<file path="src/rtl/sdspi_pkg.sv">
package sdspi_pkg;

    localparam int BYTE_W = 8;
    localparam int OFS_W  = 2;
    localparam int CODE_W = 3;
    localparam int DIV_W  = CODE_W + 1;

    typedef enum logic [OFS_W-1:0] {
        OFS_DATA = 2'd0,
        OFS_STAT = 2'd1,
        OFS_CTRL = 2'd2,
        OFS_CSEL = 2'd3
    } reg_ofs_e;

    typedef struct packed {
        logic              fast;
        logic [CODE_W-1:0] code;
    } clk_ctrl_t;

    typedef struct packed {
        logic       done;
        logic       busy;
        logic       present;
        logic       protect;
        logic [3:0] zero;
    } status_t;

    function automatic logic [CODE_W-1:0] clamp_code(input logic [CODE_W-1:0] c);
        return (c == 3'd7) ? 3'd6 : c;
    endfunction

endpackage

</file>
<file path="src/rtl/sdspi_sync.sv">
module sdspi_sync #(
    parameter int WIDTH  = 2,
    parameter int STAGES = 2
) (
    input  logic             clk,
    input  logic             rst,
    input  logic [WIDTH-1:0] d_async,
    output logic [WIDTH-1:0] q_sync
);
    logic [WIDTH-1:0] chain [STAGES];

    generate
        for (genvar s = 0; s < STAGES; s++) begin : g_stage
            always_ff @(posedge clk) begin
                if (rst) chain[s] <= '0;
                else     chain[s] <= (s == 0) ? d_async : chain[(s == 0) ? 0 : s-1];
            end
        end
    endgenerate

    assign q_sync = chain[STAGES-1];
endmodule

</file>
<file path="src/rtl/sdspi_sck_gen.sv">
module sdspi_sck_gen
    import sdspi_pkg::*;
(
    input  logic              clk,
    input  logic              rst,
    input  logic              run,
    input  logic              slow_tick,
    input  logic              fast_tick,
    input  clk_ctrl_t         ctrl,
    output logic              sck,
    output logic              rise_stb,
    output logic              fall_stb
);
    logic [DIV_W-1:0] divisor, hi_len, lo_len, cnt;
    logic             tick, sck_q;

    assign divisor  = {1'b0, ctrl.code} + DIV_W'(2);
    assign hi_len   = divisor >> 1;
    assign lo_len   = divisor - hi_len;
    assign tick     = ctrl.fast ? fast_tick : slow_tick;
    assign rise_stb = run && tick && !sck_q && (cnt == lo_len - DIV_W'(1));
    assign fall_stb = run && tick &&  sck_q && (cnt == hi_len - DIV_W'(1));
    assign sck      = sck_q;

    always_ff @(posedge clk) begin
        if (rst || !run) begin
            sck_q <= 1'b0;
            cnt   <= '0;
        end else if (tick) begin
            if (rise_stb || fall_stb) begin
                sck_q <= ~sck_q;
                cnt   <= '0;
            end else begin
                cnt <= cnt + DIV_W'(1);
            end
        end
    end
endmodule

</file>
<file path="src/rtl/sdspi_shifter.sv">
module sdspi_shifter
    import sdspi_pkg::*;
(
    input  logic              clk,
    input  logic              rst,
    input  logic              start,
    input  logic [BYTE_W-1:0] tx_byte,
    input  logic              rise_stb,
    input  logic              fall_stb,
    input  logic              miso,
    output logic              busy,
    output logic              finish,
    output logic              mosi,
    output logic [BYTE_W-1:0] rx_byte
);
    localparam int BC_W = $clog2(BYTE_W);

    logic [BYTE_W-1:0] shreg;
    logic [BC_W-1:0]   bit_idx;
    logic              miso_q;

    assign finish = busy && fall_stb && (bit_idx == BC_W'(BYTE_W-1));
    assign mosi   = busy ? shreg[BYTE_W-1] : 1'b1;

    always_ff @(posedge clk) begin
        if (rst) begin
            shreg   <= '0;
            bit_idx <= '0;
            busy    <= 1'b0;
            miso_q  <= 1'b0;
            rx_byte <= '0;
        end else if (start && !busy) begin
            shreg   <= tx_byte;
            bit_idx <= '0;
            busy    <= 1'b1;
        end else if (busy) begin
            if (rise_stb) miso_q <= miso;
            if (fall_stb) begin
                shreg <= {shreg[BYTE_W-2:0], miso_q};
                if (finish) begin
                    busy    <= 1'b0;
                    rx_byte <= {shreg[BYTE_W-2:0], miso_q};
                end else begin
                    bit_idx <= bit_idx + BC_W'(1);
                end
            end
        end
    end
endmodule

</file>
<file path="src/rtl/sdspi_bus_master.sv">
module sdspi_bus_master
    import sdspi_pkg::*;
(
    input  logic              clk,
    input  logic              rst,
    input  logic              bus_sel,
    input  logic              bus_we,
    input  logic [OFS_W-1:0]  bus_addr,
    input  logic [BYTE_W-1:0] bus_wdata,
    output logic [BYTE_W-1:0] bus_rdata,
    input  logic              slow_tick,
    input  logic              fast_tick,
    input  logic              card_present,
    input  logic              write_prot,
    output logic              spi_sck,
    output logic              spi_mosi,
    input  logic              spi_miso,
    output logic              spi_cs_n,
    output logic              led
);
    clk_ctrl_t         ctrl_q;
    logic              cs_q, tc_q, eng_busy, eng_finish;
    logic              rise_stb, fall_stb, wr_data;
    logic [1:0]        sense;
    logic [BYTE_W-1:0] rx_byte;
    logic [CODE_W-1:0] div_code;
    status_t           stat;

    assign wr_data  = bus_sel && bus_we && (bus_addr == OFS_DATA);
    assign div_code = ctrl_q.code;

    sdspi_sync #(.WIDTH(2), .STAGES(2)) u_sync (
        .clk(clk), .rst(rst),
        .d_async({card_present, write_prot}), .q_sync(sense)
    );

    sdspi_sck_gen u_sck (
        .clk(clk), .rst(rst), .run(eng_busy),
        .slow_tick(slow_tick), .fast_tick(fast_tick), .ctrl(ctrl_q),
        .sck(spi_sck), .rise_stb(rise_stb), .fall_stb(fall_stb)
    );

    sdspi_shifter u_shift (
        .clk(clk), .rst(rst), .start(wr_data), .tx_byte(bus_wdata),
        .rise_stb(rise_stb), .fall_stb(fall_stb), .miso(spi_miso),
        .busy(eng_busy), .finish(eng_finish), .mosi(spi_mosi), .rx_byte(rx_byte)
    );

    always_ff @(posedge clk) begin
        if (rst) begin
            ctrl_q <= '0;
            cs_q   <= 1'b0;
            tc_q   <= 1'b0;
        end else begin
            if (bus_sel && bus_we && bus_addr == OFS_CTRL) begin
                ctrl_q.fast <= bus_wdata[3];
                ctrl_q.code <= clamp_code(bus_wdata[2:0]);
            end
            if (bus_sel && bus_we && bus_addr == OFS_CSEL)
                cs_q <= bus_wdata[0];
            if (wr_data && !eng_busy) tc_q <= 1'b0;
            else if (eng_finish)      tc_q <= 1'b1;
        end
    end

    always_comb begin
        stat         = '0;
        stat.done    = tc_q;
        stat.busy    = eng_busy;
        stat.present = sense[1];
        stat.protect = sense[0];
        case (bus_addr)
            OFS_DATA: bus_rdata = rx_byte;
            OFS_STAT: bus_rdata = stat;
            OFS_CTRL: bus_rdata = {4'b0, ctrl_q};
            default:  bus_rdata = {7'b0, cs_q};
        endcase
    end

    assign spi_cs_n = ~cs_q;
    assign led      = cs_q | eng_busy;
endmodule

</file>
<file path="config.mk">
export PLATFORM = sky130hd
export DESIGN_NAME = sdspi_bus_master
export DESIGN_NICKNAME = d
export VERILOG_FILES = /design/src/rtl/sdspi_pkg.sv /design/src/rtl/sdspi_sync.sv /design/src/rtl/sdspi_sck_gen.sv /design/src/rtl/sdspi_shifter.sv /design/src/rtl/sdspi_bus_master.sv
export SDC_FILE = /design/constraint.sdc
export NUM_CORES = 1
export LEC_CHECK = 0
export ABC_AREA = 1
export ABC_CLOCK_PERIOD_IN_PS = 4019
export CAP_MARGIN = 40
export CELL_PAD_IN_SITES_DETAIL_PLACEMENT = 0
export CELL_PAD_IN_SITES_GLOBAL_PLACEMENT = 1
export CORE_ASPECT_RATIO = 1.5
export CORE_MARGIN = 8
export CORE_UTILIZATION = 35
export CTS_CLUSTER_SIZE = 14
export DETAILED_ROUTE_END_ITERATION = 6
export GPL_TIMING_DRIVEN = 0
export PLACE_DENSITY = 0.75
export SETUP_SLACK_MARGIN = 0.3
export SYNTH_ARGS = -nofsm -noshare
export SYNTH_HDL_FRONTEND = slang
export SYNTH_SLANG_ARGS = --single-unit
export TNS_END_PERCENT = 20
</file>
<file path="constraint.sdc">
create_clock -name clk -period 4.02 [get_ports clk]
set_input_delay 0.603 -clock clk [delete_from_list [all_inputs] [get_ports clk]]
set_output_delay 0.603 -clock clk [all_outputs]
set_load 0.02 [all_outputs]
</file>
==> results of run 1 <==
==> cell usage after synthesis <==
cell,instances,area share
sky130_fd_sc_hd__dfxtp_1,36,0.37
sky130_fd_sc_hd__buf_6,1,0.0058
sky130_fd_sc_hd__inv_1,52,0.10
sky130_fd_sc_hd__xnor2_1,1,0.0045
sky130_fd_sc_hd__nand3b_1,1,0.0039
sky130_fd_sc_hd__nor2_2,2,0.0064
sky130_fd_sc_hd__or2_2,1,0.0032
sky130_fd_sc_hd__o21ai_4,1,0.0083
sky130_fd_sc_hd__nor2_1,29,0.056
sky130_fd_sc_hd__o21ai_1,8,0.021
sky130_fd_sc_hd__o21ai_0,18,0.046
sky130_fd_sc_hd__clkbuf_1,4,0.0077
sky130_fd_sc_hd__nand3_2,2,0.010
sky130_fd_sc_hd__o22ai_1,5,0.016
sky130_fd_sc_hd__nand3_4,1,0.0090
sky130_fd_sc_hd__a21oi_1,19,0.049
sky130_fd_sc_hd__xor2_1,2,0.0090
sky130_fd_sc_hd__nand3_1,25,0.064
sky130_fd_sc_hd__nand2_2,1,0.0032
sky130_fd_sc_hd__o211ai_1,2,0.0077
sky130_fd_sc_hd__inv_2,2,0.0039
sky130_fd_sc_hd__buf_4,1,0.0039
sky130_fd_sc_hd__ha_1,7,0.045
sky130_fd_sc_hd__and2_1,1,0.0032
sky130_fd_sc_hd__a211oi_1,1,0.0039
sky130_fd_sc_hd__nand2_1,64,0.12
sky130_fd_sc_hd__nand4_1,3,0.0096
sky130_fd_sc_hd__buf_2,3,0.0077
==> layer usage <==
| layer | vias to the layer above | GRT usage |
|---|---|---|
| li1 | 995 | - |
| met1 | 825 | 0.135 |
| met2 | 28 | 0.241 |
| met3 | 6 | 0.0259 |
| met4 | 0 | 0.0456 |
| met5 | - | 0 |
==> where the power goes <==
part | switching, W | leakage, nW | internal [W]
clock network | 0.000132 | 0.0479 | 0.000121
logic | 0.0000456 | 0.720 | 0.0000356
registers | 0.00000300 | 0.291 | 0.000361
==> state kept, by name (all words and copies together), names as in the netlist <==
name and cells:
u_shift.miso_q 1, u_sync.chain 4, ctrl_q 1, cs_q 1, tc_q 1, div_code 3, u_shift.rx_byte 8, u_shift.bit_idx 3
u_sck.sck 1, u_sck.cnt 4, u_shift.busy 1, u_shift.shreg 8
==> worst register-to-register path: stages (launching register included) <==
cell,delay [ns]
sky130_fd_sc_hd__dfxtp_1,0.40
sky130_fd_sc_hd__buf_2,0.22
sky130_fd_sc_hd__inv_2,0.09
sky130_fd_sc_hd__ha_1,0.35
sky130_fd_sc_hd__inv_1,0.08
sky130_fd_sc_hd__nand2_1,0.08
sky130_fd_sc_hd__nand3_2,0.11
sky130_fd_sc_hd__o21ai_4,0.22
sky130_fd_sc_hd__nand3_4,0.18
sky130_fd_sc_hd__buf_6,0.20
sky130_fd_sc_hd__o21ai_1,0.11
sky130_fd_sc_hd__nor2_1,0.05
==> per-stage QoR <==
step | cells | hold slack (ns) | setup WS [ns]
floorplan | 293 | 0.388 | 2.10
global placement | 393 | 0.391 | 1.06
detailed placement | 393 | 0.393 | 1.04
CTS | 401 | 0.404 | 1.03
global route | 401 | 0.425 | 0.954
finish | 401 | 0.405 | 1.06
==> cell type report <==
class | instances | share of cell area
sequential | 36 | 0.297
buffer | 9 | 0.0201
timing repair buffer | 30 | 0.124
inverter | 54 | 0.0835
multi-input combinational | 194 | 0.403
clock inverter | 3 | 0.00774
tap | 70 | 0.0361
clock buffer | 5 | 0.0284
==> kinds of logic after synthesis <==
| kind of cell | count (synthesis) |
|---|---|
| buffers and inverters | 63 |
| XOR/XNOR | 3 |
| flip-flops | 36 |
| adder cells (fa/ha/maj) | 7 |
| AO/OA/AOI/OAI | 54 |
| AND/OR/NAND/NOR | 130 |
==> final timing paths <==
check,start,to,slack (ns),cells past startpoint
min reg2reg,u_sync.chain[0][1]$_SDFF_PP0_,u_sync.chain[1][1]$_SDFF_PP0_,0.40,2
min,u_sync.chain[0][1]$_SDFF_PP0_,u_sync.chain[1][1]$_SDFF_PP0_,0.40,2
max,bus_addr[1],bus_rdata[1],1.06,6
max reg2reg,div_code[1]$_SDFFE_PP0P_,u_shift.rx_byte[4]$_SDFFE_PP0P_,1.81,11
==> flow_summary.yaml, run 1 <==
synthesis:
  synth-simple-area-share: 0.292
  largest_family_of_logic_cells_by_synthesized_area: "simple AND/OR/NAND/NOR gates"
  synth-xor-area-share: 0.0135
  syn-instance-count: 293
  avgSynthCellArea_um2: 6.66
  ys_seq_area_frac: 0.369
  synth_nets: 319
  yosys.cell_types.count: 28
  post_synth_fa_ha_maj_area_fraction: 0.0449
  postSynthRegisterBits: 36
  synth-compound-area-share: 0.151
  synth.area.mux_share: 0
  post_synth_instance_area_um2: 1950
  count_of_synthesis_stage_warnings_from_yosys: 0
drt:
  vias_per_cell: 4.62
  route.detailed.drc: 0
  first_pass_iters: 4
  dr_total_vias: 1854
  ant_nets: 0
  avgRoutedWirePerCell_um: 12.6
  highest_layer: "met4"
  drt_iter0_markers: 94
  postRouteWirelength_mm: 5.06
  drt-met1-wl_mm: 2.13
  wl_met3_um: 167
  wl_met2_mm: 2.69
timing:
  time_the_worst_path_needs_with_i_o_delays_and_setup_ns: 2.96
  unrepaired_setup_endpoints_after_global_routing: "false"
  post_route_setup_tns_ns: 0
  worst_pin_slew_ns: 0.480
  hold_violations: 0
  timing.final.crit_share: 0.736
  fmax_mhz: 338
  setup_violations: 0
  drv_slew: 0
  worst_clock_skew_ns: 0.00775
  relSlewSlack: 0.680
final_layout:
  antenna_cells_inserted: 0
  num-fill-cells: 601
  fin_util: 0.449
  final_cell_mix: "sky130_fd_sc_hd__nand2_1 (64), sky130_fd_sc_hd__inv_1 (52), sky130_fd_sc_hd__dfxtp_1 (36)"
  layout-drive-gt1-share: 0.0695
  layout_commonest_cell: "sky130_fd_sc_hd__nand2_1"
  area.growth.synth_to_final_pct: 24.4
  multi_input_area_um2: 978
  stdcell_area_um2: 2430
  seqCellArea_um2: 721
  layout.nets: 356
status:
  outcome: "finished, final reports clean"
placed_design:
  detailedPlacementHpwl_mm: 4.00
  port-buffer-count: 30
  detailed_place.area_um2: 2340
  gp_routability_congestion: 0.770
power:
  design_power_total_w: 0.000697
  leakage_power_nw: 1.06
  power.density_nw_per_um2: 287
  peakVddDrop_mv: 0.158
critical_path:
  crit_path_required_time_ns: 3.42
  slowest_stage: "sky130_fd_sc_hd__clkdlybuf4s50_1"
  arrival_ns: 2.36
  cp_max_fo: 4
  worst_setup_path_start_kind: "input port"
  critical_path.max_stage_delay_ns: 0.63
  critPathBufInv: 4
  cp_top_family: "buffers and inverters"
  cp_cell_sequence: "clkdlybuf4s50_1, inv_1, nor2_1, inv_1, o22ai_1, clkdlybuf4s50_1"
  criticalPathCategory: "in2out"
  critical_path.endpoint_type: "output port"
clock_network:
  clock_tree.buffer_depth: 2
  ctsHtreeMaxLevel: 2
  cts_buffers: 5
  cts_tree: "built"
  cts_hold_repair.buffers: 0
  clock_insertion_delay_worst_skew_ns: 0.29
  clock_root_buffer: "sky130_fd_sc_hd__clkbuf_8"
  post-cts-setup-buffers: 0
  post_cts_resized: 0
  clkSlewWorstSetupHoldPaths_ns: 0.07
  cts.sinks: 36
floorplan:
  core-area_um2: 5410
  floorplan.die_area_um2: 8270
  initial_cell_density_of_the_core: 0.361
  floorplan.rows: 33
  die_w_um: 77.0
  dieHeight_um: 107
  boundaryPins: 31
global_routing:
  grt_usage: 0.128
  first_global_vias: 1791
  grt_antenna_before_repair: 0
  grt_remaining_overflow: 0
  grt_start_max_net_pins: 13
  grt_pass1_wl_mm: 8.46
hold_path:
  hold_path.class: "reg2reg"
flow_run:
  max_cap_check_violation_count: 0
Note: power is estimated with default switching activity, not from simulation.
==> run 2: changes to the inputs <==
--- a/config.mk
+++ b/config.mk
@@ -6,7 +6,7 @@
 export NUM_CORES = 1
 export LEC_CHECK = 0
 export ABC_AREA = 1
-export ABC_CLOCK_PERIOD_IN_PS = 4019
+export ABC_CLOCK_PERIOD_IN_PS = 2800
 export CAP_MARGIN = 40
 export CELL_PAD_IN_SITES_DETAIL_PLACEMENT = 0
 export CELL_PAD_IN_SITES_GLOBAL_PLACEMENT = 1
==> constraint.sdc (replaced) <==
create_clock -name clk -period 2.8 [get_ports clk]
set_input_delay 0.42 -clock clk [delete_from_list [all_inputs] [get_ports clk]]
set_output_delay 0.42 -clock clk [all_outputs]
set_load 0.02 [all_outputs]
==> run 2 against run 1 <==
  * Global-route usage did not move
  * Worst hold slack unchanged
  * Combinational power is 43% higher
  * Final cell count is the same
  * Sequential share of layout area about the same
  * Die area is the same
  * Critical path type unchanged
  * Critical endpoint is now bus_rdata[3]
  * Highest routed layer unchanged
==> flow_summary.yaml, run 2 (synthesis gave the netlist of run 1 again) <==
timing:
  fmax_mhz: 389
  finalHoldWorstSlack_ns: 0.405
  unrepaired_setup_endpoints_after_global_routing: "true"
  drv_slew: 0
  setup_violations: 0
  relSlewSlack: 0.679
  hold_violations: 0
  worst_clock_skew_ns: 0.00760
  time_the_worst_path_needs_with_i_o_delays_and_setup_ns: 2.57
  post_route_setup_tns_ns: 0
  worst_pin_slew_ns: 0.481
  timing.final.crit_share: 0.918
drt:
  ant_nets: 0
  first_pass_iters: 4
  vias_per_cell: 4.63
  postRouteWirelength_mm: 5.05
  route.detailed.drc: 0
  drt_iter0_markers: 92
  dr_total_vias: 1856
  avgRoutedWirePerCell_um: 12.6
floorplan:
  initial_cell_density_of_the_core: 0.361
  floorplan.rows: 33
  die_w_um: 77.0
  dieHeight_um: 107
  floorplan.die_area_um2: 8270
  boundaryPins: 31
  core-area_um2: 5410
critical_path:
  arrival_ns: 2.15
  crit_path_required_time_ns: 2.38
  cp_max_fo: 4
  critical_path.endpoint_type: "output port"
  criticalPathCategory: "in2out"
  worst_setup_path_start_kind: "input port"
final_layout:
  layout_commonest_cell: "sky130_fd_sc_hd__nand2_1"
  regs_by_ff_count: "u_shift.rx_byte x8, u_shift.shreg x8"
  layout-drive-gt1-share: 0.0695
  antenna_cells_inserted: 0
  final_cell_mix: "sky130_fd_sc_hd__nand2_1 (64), sky130_fd_sc_hd__inv_1 (52), sky130_fd_sc_hd__dfxtp_1 (36)"
  area.growth.synth_to_final_pct: 24.4
  layout.nets: 356
clock_network:
  clock_tree.buffer_depth: 2
  cts_tree: "built"
  post-cts-setup-buffers: 0
  clkSlewWorstSetupHoldPaths_ns: 0.07
  ctsHtreeMaxLevel: 2
  cts.sinks: 36
  cts_buffers: 5
  clock_insertion_delay_worst_skew_ns: 0.29
  clock_root_buffer: "sky130_fd_sc_hd__clkbuf_8"
global_routing:
  grt_remaining_overflow: 0
  first_global_vias: 1791
  grt_antenna_before_repair: 0
  grt_usage: 0.128
  grt_pass1_wl_mm: 8.46
  grt_start_max_net_pins: 13
power:
  leakage_power_nw: 1.08
  design_power_total_w: 0.00100
  peakVddDrop_mv: 0.226
  power.density_nw_per_um2: 412
flow_run:
  max_cap_check_violation_count: 0
placed_design:
  detailedPlacementHpwl_mm: 4.00
  port-buffer-count: 30
  gp_routability_congestion: 0.770
status:
  outcome: "finished, final reports clean"
hold_path:
  hold_path.class: "reg2reg"
-- run 2: changes by cell type in the layout (fill, tap and decap cells not counted) --
cell	change
sky130_fd_sc_hd__clkdlybuf4s50_1	-2
sky130_fd_sc_hd__dlygate4sd2_1	+1
sky130_fd_sc_hd__dlymetal6s2s_1	+1
-- run 2: area by class of cell --
type                    count  area, µm²
fillers                   601       2980
multi-input cells         194        978
flip-flops and latches     36        721
repair buffers             30        302
inverters                  54        203
well taps                  70       87.6
clock buffers               5       68.8
plain buffers               9       48.8
clock inverters             3       18.8
-- run 2: power by group --
part / internal (W) / switching (W)
Sequential: 0.000518 / 0.00000431
Clock: 0.000173 / 0.000189
Combinational: 0.0000509 / 0.0000654
Total: 0.000742 / 0.000258
-- run 2: repair_timing --
action                     4_1_cts  5_1_grt
gates resized for setup          1        1
hold buffers                     0        0
setup endpoints to repair        8        7
cloned                           0        0
-- run 2: final timing paths --
path                            startpoint                               to  cells past startpoint  slack (ns)
max reg2reg       div_code[1]$_SDFFE_PP0P_  u_shift.rx_byte[4]$_SDFFE_PP0P_                     11        0.59
min reg2reg  u_sync.chain[0][1]$_SDFF_PP0_    u_sync.chain[1][1]$_SDFF_PP0_                      2        0.40
max                            bus_addr[1]                     bus_rdata[3]                      6        0.23
min          u_sync.chain[0][1]$_SDFF_PP0_    u_sync.chain[1][1]$_SDFF_PP0_                      2        0.40
-- run 2: stage by stage --
step / setup WS (ns) / util / area [µm²] / instances
5_1_grt: 0.142 / 0.449 / 2430 / 401
3_3_place_gp: 0.204 / 0.432 / 2340 / 393
2_1_floorplan: 0.940 / - / 1950 / 293
3_5_place_dp: 0.190 / 0.432 / 2340 / 393
6_report: 0.228 / 0.449 / 2430 / 401
4_1_cts: 0.214 / 0.448 / 2420 / 401
-- run 2: worst max-delay path, cell delays in order --
cell and delay (ns):
sky130_fd_sc_hd__clkdlybuf4s50_1 0.56, sky130_fd_sc_hd__inv_1 0.12, sky130_fd_sc_hd__nor2_1 0.17, sky130_fd_sc_hd__inv_1 0.13
sky130_fd_sc_hd__o22ai_1 0.13, sky130_fd_sc_hd__clkdlybuf4s50_1 0.63
-- run 2: metal layers --
layer / wire (µm) / track usage
met2: 2690 / 0.241
met5: 0 / 0
met4: 69 / 0.0456
met3: 164 / 0.0259
met1: 2130 / 0.135
==> run 3: changes to the inputs <==
--- a/config.mk
+++ b/config.mk
@@ -11,9 +11,8 @@
 export CELL_PAD_IN_SITES_DETAIL_PLACEMENT = 0
 export CELL_PAD_IN_SITES_GLOBAL_PLACEMENT = 1
 export CORE_ASPECT_RATIO = 1.5
-export CORE_MARGIN = 8
 export CORE_UTILIZATION = 35
-export CTS_CLUSTER_SIZE = 14
+export CTS_CLUSTER_SIZE = 40
 export DETAILED_ROUTE_END_ITERATION = 6
 export GPL_TIMING_DRIVEN = 0
 export PLACE_DENSITY = 0.75
==> run 3 against run 2 <==
  * Largest cell class unchanged
  * Total power up 2.8%
  * Global-route usage is 5.9 points higher
  * Critical endpoint is now bus_rdata[0]
  * Die area decreased by 29%
  * First-iteration DRC count shrank 24%
==> flow_summary.yaml, run 3 (synthesis gave the netlist of run 1 again) <==
status:
  outcome: "finished, final reports clean"
floorplan:
  dieHeight_um: 93.4
  boundaryPins: 31
  floorplan.die_area_um2: 5880
  initial_cell_density_of_the_core: 0.372
  floorplan.rows: 32
  core-area_um2: 5250
  die_w_um: 63.0
final_layout:
  layout-drive-gt1-share: 0.0665
  fin_util: 0.464
  antenna_cells_inserted: 0
  layout.nets: 356
  regs_by_ff_count: "u_shift.rx_byte x8, u_shift.shreg x8"
  num-fill-cells: 582
  area.growth.synth_to_final_pct: 24.6
  fin_cells: 399
  final_cell_mix: "sky130_fd_sc_hd__nand2_1 (64), sky130_fd_sc_hd__inv_1 (52), sky130_fd_sc_hd__dfxtp_1 (36)"
  stdcell_area_um2: 2430
  layout_commonest_cell: "sky130_fd_sc_hd__nand2_1"
global_routing:
  grt_remaining_overflow: 0
  grt_start_max_net_pins: 12
  first_global_vias: 1830
  grt_pass1_wl_mm: 8.46
  grt_antenna_before_repair: 0
  grt_usage: 0.187
placed_design:
  detailedPlacementHpwl_mm: 3.88
  port-buffer-count: 30
  detailed_place.area_um2: 2340
  gp_routability_congestion: 0.792
  post-place-cells: 391
clock_network:
  clkSlewWorstSetupHoldPaths_ns: 0.07
  clock_insertion_delay_worst_skew_ns: 0.29
  post-cts-setup-buffers: 0
  ctsHtreeMaxLevel: 2
  cts.sinks: 36
  cts_hold_repair.buffers: 0
  clock_tree.buffer_depth: 2
  cts_buffers: 5
  cts_tree: "built"
  clock_root_buffer: "sky130_fd_sc_hd__clkbuf_8"
timing:
  drv_slew: 0
  setup_violations: 0
  time_the_worst_path_needs_with_i_o_delays_and_setup_ns: 2.61
  fmax_mhz: 384
  relSlewSlack: 0.686
  timing.final.crit_share: 0.931
  worst_pin_slew_ns: 0.470
  post_route_setup_tns_ns: 0
  worst_clock_skew_ns: 0.00887
  hold_violations: 0
  unrepaired_setup_endpoints_after_global_routing: "true"
critical_path:
  cp_max_fo: 8
  worst_setup_path_start_kind: "input port"
  crit_path_required_time_ns: 2.38
  critical_path.max_stage_delay_ns: 0.64
  criticalPathCategory: "in2out"
  slowest_stage: "sky130_fd_sc_hd__clkdlybuf4s50_1"
  reg2reg_depth: 11
  cp_top_family: "buffers and inverters"
  regToRegStartpoint: "div_code[1]$_SDFFE_PP0P_"
  rrSetupSlack_ns: 0.65
  crit_path_frequent_cell: "sky130_fd_sc_hd__clkdlybuf4s50_1"
  critPathBufInv: 3
  cp_cell_sequence: "clkdlybuf4s50_1, nor2_2, inv_1, o211ai_1, clkdlybuf4s50_1"
  critical_path.endpoint_type: "output port"
  arrival_ns: 2.19
  critical_path.reg2reg.endpoint: "u_shift.rx_byte[0]$_SDFFE_PP0P_"
power:
  power.density_nw_per_um2: 423
  peakVddDrop_mv: 0.299
  leakage_power_nw: 1.08
  design_power_total_w: 0.00103
drt:
  avgRoutedWirePerCell_um: 12.2
  dr_total_vias: 1856
  ant_nets: 0
  route.detailed.drc: 0
  vias_per_cell: 4.65
  first_pass_iters: 4
  postRouteWirelength_mm: 4.86
  drt_iter0_markers: 70
hold_path:
  worst_hold_path_ep: "u_sync.chain[1][1]$_SDFF_PP0_"
  hold_path.class: "reg2reg"
  whs_path_depth: 2
  worstHoldStart: "u_sync.chain[0][1]$_SDFF_PP0_"
flow_run:
  max_cap_check_violation_count: 0
## run 3: worst min-delay path, delay by kind of cell (launching register included)
kind	cells	cell delay, ns
DFF	1	0.30
and+or+nand+nor	1	0.03
buffers and inverters	1	0.04
## run 3: cell type report
type | instances | area, µm² | area share
Buffer | 9 | 48.8 | 0.0201
Inverter | 54 | 203 | 0.0834
Clock buffer | 7 | 86.3 | 0.0355
Tap cell | 68 | 85.1 | 0.0350
Sequential cell | 36 | 721 | 0.296
Multi-Input combinational cell | 194 | 978 | 0.402
Clock inverter | 1 | 7.51 | 0.00309
Timing Repair Buffer | 30 | 302 | 0.124
## run 3: where the power goes
group	switching (W)	internal, W
Sequential	0.00000424	0.000518
Clock	0.000190	0.000200
Combinational	0.0000654	0.0000510
Total	0.000260	0.000769
## run 3: worst max-delay path by stage
stage                                        start                               to  cells past startpoint
after floorplan           div_code[1]$_SDFFE_PP0P_  u_shift.rx_byte[0]$_SDFFE_PP0P_                     11
after global placement                 bus_addr[1]                     bus_rdata[3]                      6
after global routing                   bus_addr[0]                     bus_rdata[5]                      5
after CTS                              bus_addr[0]                     bus_rdata[0]                      5
after detailed placement               bus_addr[1]                     bus_rdata[3]                      6
final                                  bus_addr[0]                     bus_rdata[0]                      5
## run 3: metrics by stage
step	setup WS [ns]	hold WS [ns]
2_1_floorplan	0.940	0.388
3_3_place_gp	0.150	0.391
3_5_place_dp	0.185	0.396
4_1_cts	0.199	0.406
5_1_grt	0.126	0.430
6_report	0.193	0.405
## run 3: what timing repair did
| item | in CTS | in global routing |
|---|---|---|
| hold endpoints to repair | 0 | 0 |
| gates resized for setup | 1 | 1 |
| endpoints found under the setup margin | 8 | 7 |
## run 3: layer usage
| layer | vias to the layer above | wire [µm] | global-route usage | part of all wire |
|---|---|---|---|---|
| li1 | 998 | - | - | - |
| met1 | 820 | 2070 | 0.207 | 0.43 |
| met2 | 33 | 2560 | 0.351 | 0.53 |
| met3 | 5 | 174 | 0.0341 | 0.036 |
| met4 | 0 | 56 | 0.0581 | 0.012 |
| met5 | - | 0 | 0 | 0 |
